$ cat src/rtl/busmon_pkg.sv
package busmon_pkg;
    typedef enum logic [1:0] {
        MS_IDLE    = 2'd0,
        MS_SEEK    = 2'd1,
        MS_CLAIMED = 2'd2
    } mstate_t;
endpackage

$ cat src/rtl/busmon_selwin.sv
// Claim-window counter: counts DEVSEL samples after the address phase.
module busmon_selwin #(
    parameter int WIN = 4
) (
    input  logic clk,
    input  logic rst_n,
    input  logic arm,
    input  logic active,
    output logic last
);
    localparam int CW = (WIN > 1) ? $clog2(WIN) : 1;
    localparam logic [CW-1:0] LAST_IDX = CW'(WIN - 1);

    logic [CW-1:0] idx;

    always_ff @(posedge clk or negedge rst_n) begin
        if (!rst_n)      idx <= '0;
        else if (arm)    idx <= '0;
        else if (active) idx <= (idx == LAST_IDX) ? idx : idx + 1'b1;
    end

    assign last = active && (idx == LAST_IDX);
endmodule

$ cat src/rtl/busmon_retry.sv
// Saturating retry counter with limit-crossing detect.
module busmon_retry #(
    parameter int LIM_W = 4
) (
    input  logic             clk,
    input  logic             rst_n,
    input  logic             bump,
    input  logic             wipe,
    input  logic [LIM_W-1:0] limit,
    output logic             crossed
);
    localparam int CW = LIM_W + 1;
    localparam logic [CW-1:0] TOP = '1;

    logic [CW-1:0] cnt;
    logic [CW-1:0] nxt;
    logic [CW-1:0] lim_ext;

    assign lim_ext = {1'b0, limit};
    assign nxt     = (cnt == TOP) ? cnt : cnt + 1'b1;
    assign crossed = bump && (cnt <= lim_ext) && (nxt > lim_ext);

    always_ff @(posedge clk or negedge rst_n) begin
        if (!rst_n)    cnt <= '0;
        else if (wipe) cnt <= '0;
        else if (bump) cnt <= nxt;
    end
endmodule

$ cat src/rtl/busmon_hold.sv
// Minimum-tenure timer started by a rising grant.
module busmon_hold #(
    parameter int CELL_BYTES = 48,
    parameter int WORD_BYTES = 4
) (
    input  logic clk,
    input  logic rst_n,
    input  logic gnt,
    output logic hold
);
    localparam int HOLD_CYC = CELL_BYTES / WORD_BYTES;
    localparam int HW = $clog2(HOLD_CYC + 1);

    logic [HW-1:0] left;
    logic          gnt_q;

    always_ff @(posedge clk or negedge rst_n) begin
        if (!rst_n) begin
            left  <= '0;
            gnt_q <= 1'b0;
        end else begin
            gnt_q <= gnt;
            if (gnt && !gnt_q)   left <= HW'(HOLD_CYC);
            else if (left != '0) left <= left - 1'b1;
        end
    end

    assign hold = (left != '0);
endmodule

$ cat src/rtl/busmon_top.sv
module busmon_top
    import busmon_pkg::*;
#(
    parameter int LIM_W      = 4,
    parameter int SEL_WIN    = 4,
    parameter int CELL_BYTES = 48,
    parameter int WORD_BYTES = 4
) (
    input  logic             clk,
    input  logic             rst_n,
    input  logic             xfer_start,
    input  logic             xfer_done,
    input  logic             tgt_retry,
    input  logic             devsel_seen,
    input  logic             self_sel,
    input  logic             gnt,
    input  logic [LIM_W-1:0] retry_limit,
    input  logic             err_clear,
    output logic             serr_n,
    output logic             abort_flag,
    output logic             hold_req
);
    mstate_t state, state_nxt;
    logic    win_last;
    logic    crossed;
    logic    in_seek, in_claim;
    logic    self_hit, timeout;

    assign in_seek  = (state == MS_SEEK);
    assign in_claim = (state == MS_CLAIMED);
    assign self_hit = in_seek && devsel_seen && self_sel;
    assign timeout  = win_last && !devsel_seen;

    busmon_selwin #(.WIN(SEL_WIN)) u_win (
        .clk    (clk),
        .rst_n  (rst_n),
        .arm    (state == MS_IDLE && xfer_start),
        .active (in_seek),
        .last   (win_last)
    );

    busmon_retry #(.LIM_W(LIM_W)) u_retry (
        .clk     (clk),
        .rst_n   (rst_n),
        .bump    (in_claim && tgt_retry),
        .wipe    (in_claim && xfer_done && !tgt_retry),
        .limit   (retry_limit),
        .crossed (crossed)
    );

    busmon_hold #(.CELL_BYTES(CELL_BYTES), .WORD_BYTES(WORD_BYTES)) u_hold (
        .clk   (clk),
        .rst_n (rst_n),
        .gnt   (gnt),
        .hold  (hold_req)
    );

    // State register
    always_ff @(posedge clk or negedge rst_n) begin
        if (!rst_n) state <= MS_IDLE;
        else        state <= state_nxt;
    end

    // Next state: launch, claim, timeout, retried, finished
    always_comb begin
        state_nxt = state;
        unique case (state)
            MS_IDLE:    if (xfer_start) state_nxt = MS_SEEK;
            MS_SEEK: begin
                if (devsel_seen)  state_nxt = MS_CLAIMED;
                else if (timeout) state_nxt = MS_IDLE;
            end
            MS_CLAIMED: if (tgt_retry || xfer_done) state_nxt = MS_IDLE;
            default:    state_nxt = MS_IDLE;
        endcase
    end

    // Registered outputs
    always_ff @(posedge clk or negedge rst_n) begin
        if (!rst_n) begin
            serr_n     <= 1'b1;
            abort_flag <= 1'b0;
        end else begin
            serr_n <= !(crossed || self_hit);
            if (in_seek && timeout) abort_flag <= 1'b1;
            else if (err_clear)     abort_flag <= 1'b0;
        end
    end
endmodule

$ cat config.mk
export PLATFORM = sky130hd
export DESIGN_NAME = busmon_top
export DESIGN_NICKNAME = d
export VERILOG_FILES = /design/src/rtl/busmon_pkg.sv /design/src/rtl/busmon_selwin.sv /design/src/rtl/busmon_retry.sv /design/src/rtl/busmon_hold.sv /design/src/rtl/busmon_top.sv
export SDC_FILE = /design/constraint.sdc
export NUM_CORES = 1
export LEC_CHECK = 0
export BUFFER_PORTS_ARGS = -buffer_cell sky130_fd_sc_hd__buf_2
export CORE_MARGIN = 3
export CORE_UTILIZATION = 50
export CTS_CLUSTER_SIZE = 28
export DETAILED_ROUTE_END_ITERATION = 6
export GPL_ROUTABILITY_DRIVEN = 0
export PLACE_DENSITY = 0.7
export SLEW_MARGIN = 30
export SYNTH_ARGS = -nofsm -noshare
export SYNTH_HDL_FRONTEND = slang
export SYNTH_SLANG_ARGS = --single-unit
$ cat constraint.sdc
create_clock -name clk -period 3.9 [get_ports clk]
set_input_delay 0.78 -clock clk [delete_from_list [all_inputs] [get_ports clk]]
set_output_delay 0.78 -clock clk [all_outputs]
set_load 0.005 [all_outputs]
==> results of run 1 <==
-- power breakdown --
group	total, uW	switching (uW)	internal [uW]	leakage (uW)
Combinational	248	122	126	0.000359
Sequential	260	46.3	213	0.000200
Clock	105	48.7	56.7	0.0000210
Total	613	217	396	0.000581
-- path summary, 6_finish.rpt --
kind	slack [ns]	end	depth (start not counted)
worst max-delay path	1.85	serr_n$_DFF_PN1_	8
worst min-delay path	0.39	u_retry.cnt[2]$_DFFE_PN0P_	1
worst max register to register	1.85	serr_n$_DFF_PN1_	8
worst min register to register	0.51	u_hold.left[2]$_DFFE_PN0P_	2
max in group asynchronous	3.21	serr_n$_DFF_PN1_	1
min in group clk	0.51	u_hold.left[2]$_DFFE_PN0P_	2
-- cells in the mapped netlist, types with 2 or more instances --
library cell / count
mux2i_1: 2
inv_1: 10
ha_1: 12
xnor2_1: 2
nor2b_1: 3
nand4_1: 2
nand2_1: 6
a211oi_1: 2
nor2_1: 9
a21oi_1: 7
dfrtp_1: 15
o21ai_0: 5
nand3_1: 6
a22o_1: 7
-- per-layer routing --
| layer | vias up | part of all wire |
|---|---|---|
| li1 | 432 | - |
| met1 | 384 | 0.52 |
| met2 | 13 | 0.45 |
| met3 | 0 | 0.035 |
| met4 | 0 | 0 |
| met5 | - | 0 |
-- cell families (layout without fill, tap and decap cells) --
logic type,after synthesis,count (layout)
AOI/OAI and AO/OA,28,28
adders and majority gates,12,12
muxes,3,3
xor gates and xnor gates,3,3
and+or+nand+nor,35,35
buffers and inverters,12,29
DFF,16,16
-- registers in the layout, summed over array words and instances (netlist names) --
| signal | count |
|---|---|
| abort_flag | 1 |
| serr_n | 1 |
| state | 2 |
| u_hold.gnt_q | 1 |
| u_hold.left | 4 |
| u_retry.cnt | 5 |
| u_win.idx | 2 |
-- cell type report --
type	instances	area (sq um)	share of cell area
sequential	16	402	0.341
tap	25	31.3	0.0266
clock buffer	4	36.3	0.0309
inverter	10	37.5	0.0319
timing repair buffer	15	75.1	0.0638
multi-input combinational	81	594	0.505
-- per-stage QoR --
| stage | util | power [uW] | setup slack [ns] | hold WS, ns |
|---|---|---|---|---|
| after detailed placement | 0.620 | 508 | 1.89 | 0.497 |
| after global placement | 0.620 | 500 | 1.94 | 0.493 |
| final | 0.639 | 613 | 1.85 | 0.386 |
| after CTS | 0.639 | 618 | 1.86 | 0.397 |
| after floorplan | - | 450 | 2.08 | 0.455 |
| after global routing | 0.639 | 671 | 1.70 | 0.398 |
-- critical path, delay by kind of cell, from the launching register on --
family                     cells  cell delay [ns]
and+or+nand+nor                3             0.41
DFF                            1             0.45
AOI/OAI and AO/OA              3             0.52
adders and majority gates      2             0.60
==> out/qor.yml, run 1 <==
worst_setup_path:
  cp-start-kind: "register"
  max_stage_delay_ns: 0.45
  r2r_start: "u_retry.cnt[0]$_DFFE_PN0P_"
  worstSetupEndpointType: "register"
  worstPathArrival_ns: 2.26
  critPathKind: "reg -> reg"
  cp_max_fo: 5
  crit_start: "u_retry.cnt[0]$_DFFE_PN0P_"
  cp_slowest_cell: "dfrtp_1"
  required_ns: 4.11
  cp_cell_sequence: "ha_1 > and2_2 > o21ai_0 > ha_1 > nand3_1 > nand3_1 > a22o_1 > a21oi_1"
grt:
  met3_usage: 0.0516
  grt_max_degree: 17
  use_met2: 0.288
  first_global_vias: 856
  grt_most_used_layer: "met2"
  met1_usage: 0.222
  antenna_found_initial: 0
  grt.overflow.total: 0
  grt_use_total: 0.173
  grt_pass1_wl_um: 3550
floorplan:
  die_area_sq_um: 2670
  initial_core_util: 0.568
  io_pins: 16
  rows: 15
  fp.dieH_um: 51.7
  coreArea_sq_um: 1840
  die_w_um: 51.7
power:
  peakVddDrop_v: 0.000358
  powerDensity_nw_per_um2: 521
  cellLeakagePower_uw: 0.000581
layout:
  syn_to_final_growth_pct: 12.6
  postLayoutCellArea_sq_um: 1180
  final_cell_mix: "dfrtp_1 (15), buf_2 (15), ha_1 (12)"
  drive_gt1_frac: 0.190
  layoutNonFillerInstCount: 151
  num_antenna_cells: 0
  final_nets: 152
  fillers: 170
clocking:
  cts.clk_slew.worst_paths_ns: 0.09
  clkSinkCount: 16
  h-tree-depth: 1
  cts_setup_buffers: 0
  clkLatencyLatePin_ns: 0.28
  cts_tree: "done"
  cts-root-buf: "clkbuf_4"
  cts_resized: 0
  clockBufferDepth: 2
  numCtsBuffers: 3
  cts_hold_buf: 0
timing:
  finalSetupViolations: 0
  setup_tns_ns: 0
  fin_skew_ns: 0.00651
  timing.slew.headroom: 0.579
  period_needed_ns: 2.05
  worstMarginPinSlew_ns: 0.630
  finalHoldViolCount: 0
  max_freq_ghz: 0.487
  post-route-period-util: 0.527
  rsz0062_at_grt: "no"
  slew_violations: 0
run_status:
  status: "finished, final reports clean"
synth:
  synth.area.mux_share: 0.0299
  synthAdderAreaFrac: 0.144
  synth_top_family_by_area: "simple AND/OR/NAND/NOR gates"
  synth_compound_area_frac: 0.183
  ys_ff_latch: 16
  syn_area_sq_um: 1040
  syn_inst: 109
  yosys.area.top_type_share: 0.359
  yosysTopAreaCell: "dfrtp_1"
  syn-num-nets: 134
  synth_top_flop_cell: "dfrtp_1"
  synthTopCellsByArea: "dfrtp_1 (36%), ha_1 (14%), a22o_1 (5.9%)"
  synth_area_per_cell_sq_um: 9.58
  postSynth.asyncResetShare: 1.00
  yosysSeqAreaShare: 0.384
  synth_simple_gate_area_frac: 0.187
  synth-edff-count: 0
  yosysUniqueCellTypes: 35
  synth_xor_area_frac: 0.0251
  yosysWarningCount: 0
routing:
  post-route-drc-count: 0
  dr.pass1.iters: 4
  ant_nets: 0
  drt-total-wl_um: 1940
  routed_via_density: 5.49
  drtIter0Drc: 17
  vias: 829
  routedWlPerCell_um: 12.8
placed_design:
  portBuffers: 15
  postPlaceCellArea_sq_um: 1140
  dp_hpwl_um: 1560
  dp_cells: 147
worst_hold_path:
  worstHoldPathType: "in -> async"
flow_run:
  drv_cap: 0
No activity file was read; power rests on OpenSTA's default activity.
==> inputs of run 2 (changes only) <==
- clock period: 3.9 -> 2.07 ns (I/O delays scaled with it)
==> run 2 against run 1 <==
Net effect:
- hold slack worse by 0.37 ns
- clock skew is 0.0016 ns lower
- register-to-register slack worse by 1.7 ns
- utilization is 2.0 points higher
- combinational power up 100%
- first-iteration DRC count grew 5.9%
- total power grew 96%
- cell count grew 2.0%
- global-route usage is 0.18 points higher
- sequential share of layout area is 0.85 points lower
- critical endpoint unchanged
- highest routed layer is now met4
==> out/qor.yml, run 2 (same netlist as run 1, synthesis figures left out) <==
run_status:
  status: "finished, final reports clean"  # unchanged
timing:
  fin_ws_ns: 0.109  # was 1.85 ns
  fin_skew_ns: 0.00493  # was 0.00651 ns
  finalHoldViolCount: 0  # unchanged
  timing.slew.headroom: 0.760  # was 0.579
  whs_ns: 0.0146  # was 0.386 ns
  max_freq_ghz: 0.510  # was 0.487 GHz
  post-route-period-util: 0.947  # was 0.527
  finalSetupViolations: 0  # unchanged
  worstMarginPinSlew_ns: 0.359  # was 0.630 ns
  slew_violations: 0  # unchanged
  period_needed_ns: 1.96  # was 2.05 ns
floorplan:
  io_pins: 16  # unchanged
  fp.dieH_um: 51.7  # unchanged
  rows: 15  # unchanged
  initial_core_util: 0.568  # unchanged
  die_w_um: 51.7  # unchanged
  die_area_sq_um: 2670  # unchanged
  coreArea_sq_um: 1840  # unchanged
grt:
  antenna_found_initial: 0  # unchanged
  grt_pass1_wl_um: 3560  # was 3550 um
  grt.overflow.total: 0  # unchanged
  first_global_vias: 857  # was 856
  grt_use_total: 0.175  # was 0.173
  grt_max_degree: 17  # unchanged
layout:
  num_antenna_cells: 0  # unchanged
  layoutNonFillerInstCount: 154  # was 151
  mostFrequentLayoutCell: "buf_2"
  final_nets: 155  # was 152
  top_register: "u_retry.cnt"  # unchanged
  syn_to_final_growth_pct: 16.2  # was 12.6%
  largest_registers: "u_retry.cnt: 5 flops, u_hold.left: 4 flops"  # unchanged
  largest_reg_flops: 5  # unchanged
  final_cell_mix: "buf_2 (15), dfrtp_1 (13), ha_1 (11)"  # was dfrtp_1 (15), buf_2 (15), ha_1 (12)
  drive_gt1_frac: 0.233  # was 0.190
  fillers: 153  # was 170
worst_setup_path:
  worstPathArrival_ns: 2.19  # was 2.26 ns
  required_ns: 2.30  # was 4.11 ns
  r2r_start: "u_retry.cnt[1]$_DFFE_PN0P_"  # was u_retry.cnt[0]$_DFFE_PN0P_
  r2r_cells: 9  # was 8
  worstSetupEndpointType: "register"  # unchanged
  worst_r2r_endpoint: "serr_n$_DFF_PN1_"  # unchanged
  rrSetupSlack_ns: 0.11  # was 1.85 ns
  cp_max_fo: 4  # was 5
  critPathKind: "reg -> reg"  # unchanged
  cp-start-kind: "register"  # unchanged
placed_design:
  detailedPlace.worstSlack_ns: 0.0494  # was 1.89 ns
  dp_cells: 149  # was 147
  dp_hpwl_um: 1570  # was 1560 um
  portBuffers: 15  # unchanged
clocking:
  numCtsBuffers: 3  # unchanged
  clockBufferDepth: 2  # unchanged
  cts-root-buf: "clkbuf_4"  # unchanged
  cts.clk_slew.worst_paths_ns: 0.10  # was 0.09 ns
  cts_hold_buf: 0  # unchanged
  clkLatencyLatePin_ns: 0.29  # was 0.28 ns
  h-tree-depth: 1  # unchanged
  clkSinkCount: 16  # unchanged
  cts_tree: "done"  # unchanged
routing:
  drt-total-wl_um: 2030  # was 1940 um
  ant_nets: 0  # unchanged
  vias: 864  # was 829
  routedWlPerCell_um: 13.2  # was 12.8 um
  dr.pass1.iters: 4  # unchanged
  drtIter0Drc: 18  # was 17
  post-route-drc-count: 0  # unchanged
  routed_via_density: 5.61  # was 5.49
power:
  powerDensity_nw_per_um2: 991  # was 521 nW/um^2
  power_uw: 1200  # was 613 uW
  peakVddDrop_v: 0.000539  # was 0.000358 V
  cellLeakagePower_uw: 0.000592  # was 0.000581 uW
worst_hold_path:
  worstHoldPathType: "in -> async"  # unchanged
flow_run:
  drv_cap: 0  # unchanged
-- run 2: cell types whose count changed in the layout (fill, tap and decap cells not counted) --
cell	before	now
buf_4	0	3
dfrtp_1	15	13
dfrtp_2	0	2
ha_1	12	11
ha_4	0	1
-- run 2: through the flow --
stage / util / area [sq um] / TNS [ns]
after floorplan: - / 1040 / 0
after global placement: 0.628 / 1150 / 0
after detailed placement: 0.628 / 1150 / 0
after CTS: 0.648 / 1190 / 0
after global routing: 0.660 / 1210 / -0.0283
final: 0.660 / 1210 / 0
-- run 2: how the worst max path moves through the flow --
stage / cells after the start / to / startpoint
floorplan: 8 / serr_n$_DFF_PN1_ / u_retry.cnt[0]$_DFFE_PN0P_
global placement: 8 / serr_n$_DFF_PN1_ / u_retry.cnt[0]$_DFFE_PN0P_
detailed placement: 8 / serr_n$_DFF_PN1_ / u_retry.cnt[0]$_DFFE_PN0P_
CTS: 8 / serr_n$_DFF_PN1_ / u_retry.cnt[0]$_DFFE_PN0P_
global route: 9 / serr_n$_DFF_PN1_ / u_retry.cnt[1]$_DFFE_PN0P_
finish: 9 / serr_n$_DFF_PN1_ / u_retry.cnt[1]$_DFFE_PN0P_
-- run 2: repair_timing --
item | CTS | global route
endpoints found under the setup margin | 0 | 1
endpoints found under the hold margin | 0 | 0
setup buffers | 0 | 1
resized for setup | 0 | 4
-- run 2: area by class of cell --
type | count | area (sq um) | area share
flip-flops and latches | 16 | 404 | 0.333
inverters | 10 | 37.5 | 0.0309
multi-input cells | 81 | 607 | 0.500
clock buffers | 4 | 36.3 | 0.0299
repair buffers | 18 | 97.6 | 0.0804
well taps | 25 | 31.3 | 0.0258
-- run 2: worst max-delay path, cell delays in order (launching register included) --
cell,delay [ns]
dfrtp_1,0.43
buf_4,0.17
nand3_1,0.09
a21oi_1,0.05
mux2i_1,0.26
ha_1,0.33
a21oi_1,0.17
nand3_1,0.09
a22o_1,0.18
a21oi_1,0.13
-- run 2: where the power goes --
| part | total [uW] | internal [uW] | switching (uW) |
|---|---|---|---|
| Combinational | 500 | 262 | 238 |
| Sequential | 492 | 404 | 88.3 |
| Clock | 211 | 107 | 104 |
-- run 2: layer usage --
metal,global-route usage,wire length [um],up-vias
met4,0.0611,25,0
li1,-,-,438
met2,0.292,943,26
met5,0,0,-
met1,0.224,980,396
met3,0.0344,84,4
